===== src/rtl/spiframe_pkg.sv =====
`timescale 1ns/1ps
package spiframe_pkg;

  localparam int BYTE_W    = 8;
  localparam int ADDR_W    = 16;
  localparam int BIT_CNT_W = $clog2(BYTE_W);
  localparam int LEN_CNT_W = 3;

  localparam logic [BIT_CNT_W-1:0] LAST_BIT = BIT_CNT_W'(BYTE_W - 1);

  // control byte field positions (decoded by the register side)
  localparam int CB_DIR_BIT = 2;
  localparam int CB_LEN_HI  = 1;
  localparam int CB_PART_LO = 3;
  localparam int CB_SOCK_LO = 5;

  typedef enum logic [2:0] {
    PH_ADDR_HI,
    PH_ADDR_LO,
    PH_CTRL,
    PH_DATA,
    PH_DRAIN
  } phase_e;

  typedef struct packed {
    logic ldAddrHi;
    logic ldAddrLo;
    logic ldCtrl;
    logic wrByte;
    logic fetch;
    logic shiftTx;
    logic misoEn;
  } ctl_strobe_t;

  // byte budget of a length mode; 0 means open-ended
  function automatic logic [LEN_CNT_W-1:0] lenLimit(input logic [1:0] mode);
    case (mode)
      2'b01:   return LEN_CNT_W'(1);
      2'b10:   return LEN_CNT_W'(2);
      2'b11:   return LEN_CNT_W'(4);
      default: return '0;
    endcase
  endfunction

endpackage


===== src/rtl/spiframe_dp.sv =====
`timescale 1ns/1ps
module spiframe_dp
  import spiframe_pkg::*;
#(
  parameter int SYNC_STAGES = 2
) (
  input  logic                 clk,
  input  logic                 rstN,
  input  logic                 sclkIn,
  input  logic                 csNIn,
  input  logic                 mosiIn,
  input  ctl_strobe_t          stb,
  output logic                 sclkRise,
  output logic                 sclkFall,
  output logic                 csActive,
  output logic [BYTE_W-1:0]    rxFull,
  output logic                 ctrlWrite,
  output logic [1:0]           ctrlLen,
  output logic [ADDR_W-1:0]    regAddr,
  output logic [2:0]           blkSocket,
  output logic [1:0]           blkPart,
  output logic                 wrStb,
  output logic [BYTE_W-1:0]    wrData,
  output logic                 rdStb,
  input  logic [BYTE_W-1:0]    rdData,
  output logic                 miso
);

  localparam int SYNC_TOP = SYNC_STAGES - 1;

  logic [SYNC_STAGES-1:0] sclkPipe, csPipe, mosiPipe;
  logic                   sclkPrev;
  logic                   sclkS, mosiS;
  logic [BYTE_W-1:0]      rxShift;
  logic [BYTE_W-1:0]      txShift;
  logic [BYTE_W-1:0]      ctrlByte;

  // synchronizer chains, SYNC_STAGES deep
  generate
    if (SYNC_STAGES > 1) begin : g_chain
      always_ff @(posedge clk or negedge rstN) begin
        if (!rstN) begin
          sclkPipe <= '0;
          csPipe   <= '1;
          mosiPipe <= '0;
        end else begin
          sclkPipe <= {sclkPipe[SYNC_STAGES-2:0], sclkIn};
          csPipe   <= {csPipe[SYNC_STAGES-2:0], csNIn};
          mosiPipe <= {mosiPipe[SYNC_STAGES-2:0], mosiIn};
        end
      end
    end else begin : g_single
      always_ff @(posedge clk or negedge rstN) begin
        if (!rstN) begin
          sclkPipe <= '0;
          csPipe   <= '1;
          mosiPipe <= '0;
        end else begin
          sclkPipe <= sclkIn;
          csPipe   <= csNIn;
          mosiPipe <= mosiIn;
        end
      end
    end
  endgenerate

  assign sclkS    = sclkPipe[SYNC_TOP];
  assign mosiS    = mosiPipe[SYNC_TOP];
  assign csActive = ~csPipe[SYNC_TOP];

  always_ff @(posedge clk or negedge rstN) begin
    if (!rstN) sclkPrev <= 1'b0;
    else       sclkPrev <= sclkS;
  end

  assign sclkRise = csActive &  sclkS & ~sclkPrev;
  assign sclkFall = csActive & ~sclkS &  sclkPrev;
  assign rxFull   = {rxShift[BYTE_W-2:0], mosiS};

  always_ff @(posedge clk or negedge rstN) begin
    if (!rstN)         rxShift <= '0;
    else if (sclkRise) rxShift <= rxFull;
  end

  // address register: loaded from header, stepped after each access
  always_ff @(posedge clk or negedge rstN) begin
    if (!rstN) begin
      regAddr <= '0;
    end else if (stb.ldAddrHi) begin
      regAddr[ADDR_W-1:BYTE_W] <= rxFull;
    end else if (stb.ldAddrLo) begin
      regAddr[BYTE_W-1:0] <= rxFull;
    end else if (wrStb || rdStb) begin
      regAddr <= regAddr + ADDR_W'(1);
    end
  end

  always_ff @(posedge clk or negedge rstN) begin
    if (!rstN)           ctrlByte <= '0;
    else if (stb.ldCtrl) ctrlByte <= rxFull;
  end

  assign ctrlWrite = ctrlByte[CB_DIR_BIT];
  assign ctrlLen   = ctrlByte[CB_LEN_HI -: 2];
  assign blkSocket = ctrlByte[CB_SOCK_LO +: 3];
  assign blkPart   = ctrlByte[CB_PART_LO +: 2];

  // write port
  always_ff @(posedge clk or negedge rstN) begin
    if (!rstN) begin
      wrStb  <= 1'b0;
      wrData <= '0;
    end else begin
      wrStb <= stb.wrByte;
      if (stb.wrByte) wrData <= rxFull;
    end
  end

  // read port and transmit shifter
  always_ff @(posedge clk or negedge rstN) begin
    if (!rstN) begin
      rdStb   <= 1'b0;
      txShift <= '0;
    end else begin
      rdStb <= stb.fetch;
      if (rdStb)            txShift <= rdData;
      else if (stb.shiftTx) txShift <= {txShift[BYTE_W-2:0], 1'b0};
    end
  end

  assign miso = stb.misoEn & txShift[BYTE_W-1];


  wr_single_pulse_chk: assert property (@(posedge clk) disable iff (!rstN)
    wrStb |=> !wrStb);


  no_dual_strobe_chk: assert property (@(posedge clk) disable iff (!rstN)
    !(wrStb && rdStb));


  addr_step_chk: assert property (@(posedge clk) disable iff (!rstN)
    (wrStb || rdStb) |=> regAddr == $past(regAddr) + ADDR_W'(1));


  idle_no_access_chk: assert property (@(posedge clk) disable iff (!rstN)
    !csActive |-> !(stb.wrByte || stb.fetch || stb.ldAddrHi || stb.ldCtrl));

endmodule


===== src/rtl/spiframe_ctrl.sv =====
`timescale 1ns/1ps
module spiframe_ctrl
  import spiframe_pkg::*;
(
  input  logic              clk,
  input  logic              rstN,
  input  logic              sclkRise,
  input  logic              sclkFall,
  input  logic              csActive,
  input  logic [BYTE_W-1:0] rxFull,
  input  logic              ctrlWrite,
  input  logic [1:0]        ctrlLen,
  output ctl_strobe_t       stb
);

  phase_e                 phase;
  logic [BIT_CNT_W-1:0]   bitCnt;
  logic [LEN_CNT_W-1:0]   dataCnt;
  logic [LEN_CNT_W-1:0]   limit;
  logic                   fixedLen;
  logic                   lastFixed;
  logic                   byteDone;

  assign limit     = lenLimit(ctrlLen);
  assign fixedLen  = (ctrlLen != 2'b00);
  assign lastFixed = fixedLen && (dataCnt + LEN_CNT_W'(1) == limit);
  assign byteDone  = sclkRise && (bitCnt == LAST_BIT);

  always_ff @(posedge clk or negedge rstN) begin
    if (!rstN) begin
      phase   <= PH_ADDR_HI;
      bitCnt  <= '0;
      dataCnt <= '0;
    end else if (!csActive) begin
      phase   <= PH_ADDR_HI;
      bitCnt  <= '0;
      dataCnt <= '0;
    end else if (sclkRise) begin
      bitCnt <= bitCnt + BIT_CNT_W'(1);
      if (bitCnt == LAST_BIT) begin
        case (phase)
          PH_ADDR_HI: phase <= PH_ADDR_LO;
          PH_ADDR_LO: phase <= PH_CTRL;
          PH_CTRL:    phase <= PH_DATA;
          PH_DATA: begin
            if (fixedLen) begin
              dataCnt <= dataCnt + LEN_CNT_W'(1);
              if (lastFixed) phase <= PH_DRAIN;
            end
          end
          default:    phase <= PH_DRAIN;
        endcase
      end
    end
  end

  always_comb begin
    stb          = '0;
    stb.ldAddrHi = byteDone && (phase == PH_ADDR_HI);
    stb.ldAddrLo = byteDone && (phase == PH_ADDR_LO);
    stb.ldCtrl   = byteDone && (phase == PH_CTRL);
    stb.wrByte   = byteDone && (phase == PH_DATA) && ctrlWrite;
    stb.fetch    = byteDone &&
                   (((phase == PH_CTRL) && !rxFull[CB_DIR_BIT]) ||
                    ((phase == PH_DATA) && !ctrlWrite && !lastFixed));
    stb.shiftTx  = sclkFall && (phase == PH_DATA) && !ctrlWrite &&
                   (bitCnt != '0);
    stb.misoEn   = (phase == PH_DATA) && !ctrlWrite;
  end


  len_budget_chk: assert property (@(posedge clk) disable iff (!rstN)
    ((phase == PH_DATA) && fixedLen) |-> (dataCnt < limit));


  read_no_write_chk: assert property (@(posedge clk) disable iff (!rstN)
    !(stb.wrByte && stb.fetch));


  cs_release_chk: assert property (@(posedge clk) disable iff (!rstN)
    !csActive |=> (phase == PH_ADDR_HI) && (bitCnt == '0));

endmodule


===== src/rtl/spi_regframe_decoder.sv =====
`timescale 1ns/1ps
module spi_regframe_decoder
  import spiframe_pkg::*;
#(
  parameter int SYNC_STAGES = 2
) (
  input  logic        clk,
  input  logic        rstN,
  input  logic        spiSclk,
  input  logic        spiCsN,
  input  logic        spiMosi,
  output logic        spiMiso,
  output logic [15:0] regAddr,
  output logic [2:0]  blkSocket,
  output logic [1:0]  blkPart,
  output logic        wrStb,
  output logic [7:0]  wrData,
  output logic        rdStb,
  input  logic [7:0]  rdData
);

  ctl_strobe_t       stb;
  logic              sclkRise, sclkFall, csActive;
  logic [BYTE_W-1:0] rxFull;
  logic              ctrlWrite;
  logic [1:0]        ctrlLen;

  spiframe_dp #(.SYNC_STAGES(SYNC_STAGES)) dp_i (
    .clk       (clk),
    .rstN      (rstN),
    .sclkIn    (spiSclk),
    .csNIn     (spiCsN),
    .mosiIn    (spiMosi),
    .stb       (stb),
    .sclkRise  (sclkRise),
    .sclkFall  (sclkFall),
    .csActive  (csActive),
    .rxFull    (rxFull),
    .ctrlWrite (ctrlWrite),
    .ctrlLen   (ctrlLen),
    .regAddr   (regAddr),
    .blkSocket (blkSocket),
    .blkPart   (blkPart),
    .wrStb     (wrStb),
    .wrData    (wrData),
    .rdStb     (rdStb),
    .rdData    (rdData),
    .miso      (spiMiso)
  );

  spiframe_ctrl ctrl_i (
    .clk       (clk),
    .rstN      (rstN),
    .sclkRise  (sclkRise),
    .sclkFall  (sclkFall),
    .csActive  (csActive),
    .rxFull    (rxFull),
    .ctrlWrite (ctrlWrite),
    .ctrlLen   (ctrlLen),
    .stb       (stb)
  );

endmodule


===== config.mk =====
export PLATFORM = sky130hd
export DESIGN_NAME = spi_regframe_decoder
export DESIGN_NICKNAME = d
export VERILOG_FILES = /design/src/rtl/spiframe_pkg.sv /design/src/rtl/spiframe_dp.sv /design/src/rtl/spiframe_ctrl.sv /design/src/rtl/spi_regframe_decoder.sv
export SDC_FILE = /design/constraint.sdc
export NUM_CORES = 1
export LEC_CHECK = 0
export BUFFER_PORTS_ARGS = -buffer_cell sky130_fd_sc_hd__buf_4
export CAP_MARGIN = 0
export CORE_ASPECT_RATIO = 1.75
export CORE_MARGIN = 1
export CORE_UTILIZATION = 45
export DETAILED_ROUTE_END_ITERATION = 8
export HOLD_SLACK_MARGIN = 0.1
export PLACE_DENSITY_LB_ADDON = 0.05
export SLEW_MARGIN = 20
export SYNTH_ARGS = -nofsm -noshare
export SYNTH_HDL_FRONTEND = slang
export SYNTH_HIERARCHICAL = 1
export SYNTH_SLANG_ARGS = --single-unit

===== constraint.sdc =====
create_clock -name clk -period 2.7 [get_ports clk]
set_input_delay 0 -clock clk [delete_from_list [all_inputs] [get_ports clk]]
set_output_delay 0 -clock clk [all_outputs]
set_load 0.05 [all_outputs]

==> results.md <==
- Horiz. Die Dim: 64.37 um
- Post-route DRC: 0
- Most frequent CP cell: ha_1
- Skew final: 0.006169 ns
- Synthesized instance count: 277
- CTS tree: built
- Max FO, Critical Path: 6
- Worst Setup Slack, final: 0.3280 ns
- Dpl ws: 0.3281 ns
- Crit. End Element: flip-flop
- Setup Buffers After CTS: 0
- WS Path Type: reg -> reg
- Root buffer cell: clkbuf_16
- Initial core utilization: 0.4684
- Final Setup Violations: 0
- Clock Sinks: 65
- Total grt overflow: 0
- Worst-path clk slew: 0.05 ns
- DR vias: 2338
- Fin. Hold Viols: 0
- Status: completed
- Die Ht: 111.1 um
- Post-route ant nets: 0
- Nets@finish: 359
- Core footprint: 6539 sq um
- Fmax: 421.6 MHz
- # port buffers: 44
- I/O pins: 45
- Area Overhead vs Synth: 27.00%
- Resized cells post-CTS: 0
- CTS H-tree depth: 3
- GP Congestion: 0.8173
- HPWL Detailed: 4785 um
- Routed wire per std cell: around 16 um
- Leak Pwr: 1.777 nW
- Crit path launch type: flip-flop
- Max-slew violation count: 0
- Critical path required time: 2.95 ns
- TritonCTS Buffers: 9
- Starting DRT DRC Count: between 100 and 150
- Syn Nets: 295
- Worst slew margin: 0.4577
- Critical Path AT: 2.63 ns
- Via/cell ratio: approximately 5.5
- Reg2reg path depth: 9
- Critical path's slowest cell: or4_4
- Setup TNS: 0 ns
- Global-route wire length before repair: 11890 um
- Worst-Skew Late Latency: between 0.3 and 0.4 ns
- Die footprint: 7154 sq um
- # diodes: 0
- VDD IR max: 0.4817 mV
- CP delay by family, top: simple AND/OR/NAND/NOR gates
- All-layer global routing usage: 0.2234
- Syn_area_per_cell: 11.06 sq um
- Vias in the first global route: 2439
- Worst-margin pin slew: ~0.81 ns
- Period utilization: 0.8785
- CTS Buffer Depth: 2
- Levels on crit path: 9
- Max stage delay on crit path: 0.46 ns
- CP bufs+invs: 0
- Period minus WS final: 2.372 ns
- Max-cap violations: 0
- Row cnt: 39
- Hold-fix buffers at CTS: 12
- Largest net degree at the start of global routing: between 60 and 70
- PwrDens: about 600 nW/um^2
- Drt pass-1 iters: 4
- Initial antenna violation count: 0
- RSZ-0062 raised after global routing: no
- Hold Crit Class: in -> async
- Worst-path cell chain: ha_1 > ha_1 > nand2_1 > nor2_1 > and3_1 > nand3b_4 > or4_4 > or3_1 > a31oi_1
- Share of layout cells above drive strength 1: 0.2878
- Syn Std Cell Area: 3063 sq um
- Synth warnings: 6
- Final WL: 6855 um
per-layer routing:
layer | up-vias | track usage | part of all wire
met5 | - | 0 | 0
met1 | 1136 | 0.2512 | 0.40
met3 | 23 | 0.05350 | 0.033
li1 | 1128 | - | -
met2 | 51 | 0.3656 | 0.52
met4 | 0 | 0.1496 | 0.046
final cells by class:
type / count / area, sq um
sequential: 65 / 1629
tap: 82 / 102.6
fill: 591 / 2649
clock buffer: 14 / 264.0
inverter: 12 / 45.04
multi-input combinational: 189 / 1339
timing repair buffer: 64 / 510.5
cells in the final DEF (no fill, tap or decap), types with 2 or more instances in the layout:
master	instances
nor2_1	16
nor4_1	8
ha_1	5
nand3_2	2
nand4b_1	3
a21oi_1	9
xnor2_1	6
inv_1	12
o2bb2ai_1	4
and4_1	2
or4b_1	2
nand2_1	24
clkbuf_8	2
nand2b_1	3
mux2_2	23
clkbuf_16	9
nand4_1	3
mux2i_1	14
dfstp_2	2
dfrtp_1	63
a31oi_1	4
clkbuf_1	3
buf_4	52
or2_2	2
nor3b_1	2
dlygate4sd3_1	12
nand3_1	6
o21ai_0	21
nor3_1	8
nor2b_1	2
and3_1	3
metrics by stage:
step | total power [mW] | cell area [sq um] | utilization | hold WS, ns | cells
global placement | 1.237 | 3506 | 0.5362 | 0.1087 | 400
floorplan | 1.140 | 3063 | - | -0.2956 | 277
detailed placement | 1.239 | 3506 | 0.5362 | 0.1107 | 400
CTS | 2.311 | 3890 | 0.5949 | 0.3077 | 426
global route | 2.361 | 3890 | 0.5949 | 0.3139 | 426
finish | 2.274 | 3890 | 0.5949 | 0.2946 | 426
where the power goes:
part / switching [mW] / internal (mW) / leakage [nW]
logic: 0.0412 / 0.0643 / 0.812
registers: 0.104 / 1.03 / 0.836
clock network: 0.378 / 0.660 / 0.129
path summary, 6_finish.rpt:
check                                      start                to  slack, ns
worst max register to register  ctrl_i/bitCnt[0]   dp_i/regAddr[9]       0.33
min in group clk                         spiSclk  dp_i/sclkPipe[0]       0.33
worst min register to register  dp_i/mosiPipe[0]  dp_i/mosiPipe[1]       0.34
worst min-delay path                        rstN   dp_i/regAddr[3]       0.29
worst max-delay path            ctrl_i/bitCnt[0]   dp_i/regAddr[9]       0.33
max in group asynchronous                   rstN  dp_i/ctrlByte[4]       1.86
worst register-to-register path: stages (launching register included):
cell and delay, ns:
dfrtp_1 0.39, ha_1 0.21, ha_1 0.21, nand2_1 0.11, nor2_1 0.06, and3_1 0.20
nand3b_4 0.18, or4_4 0.46, or3_1 0.32, a31oi_1 0.16
sequential cells by signal, summed over array words and instances (netlist names):
register,count
dp_i/rdStb,1
ctrl_i/bitCnt,3
dp_i/ctrlByte,8
dp_i/txShift,8
dp_i/regAddr,16
dp_i/mosiPipe,2
dp_i/sclkPipe,2
dp_i/csPipe,2
dp_i/sclkPrev,1
ctrl_i/dataCnt,3
dp_i/rxShift,7
dp_i/wrStb,1
dp_i/wrData,8
ctrl_i/phase,3
Note: power is estimated with default switching activity, not from simulation.
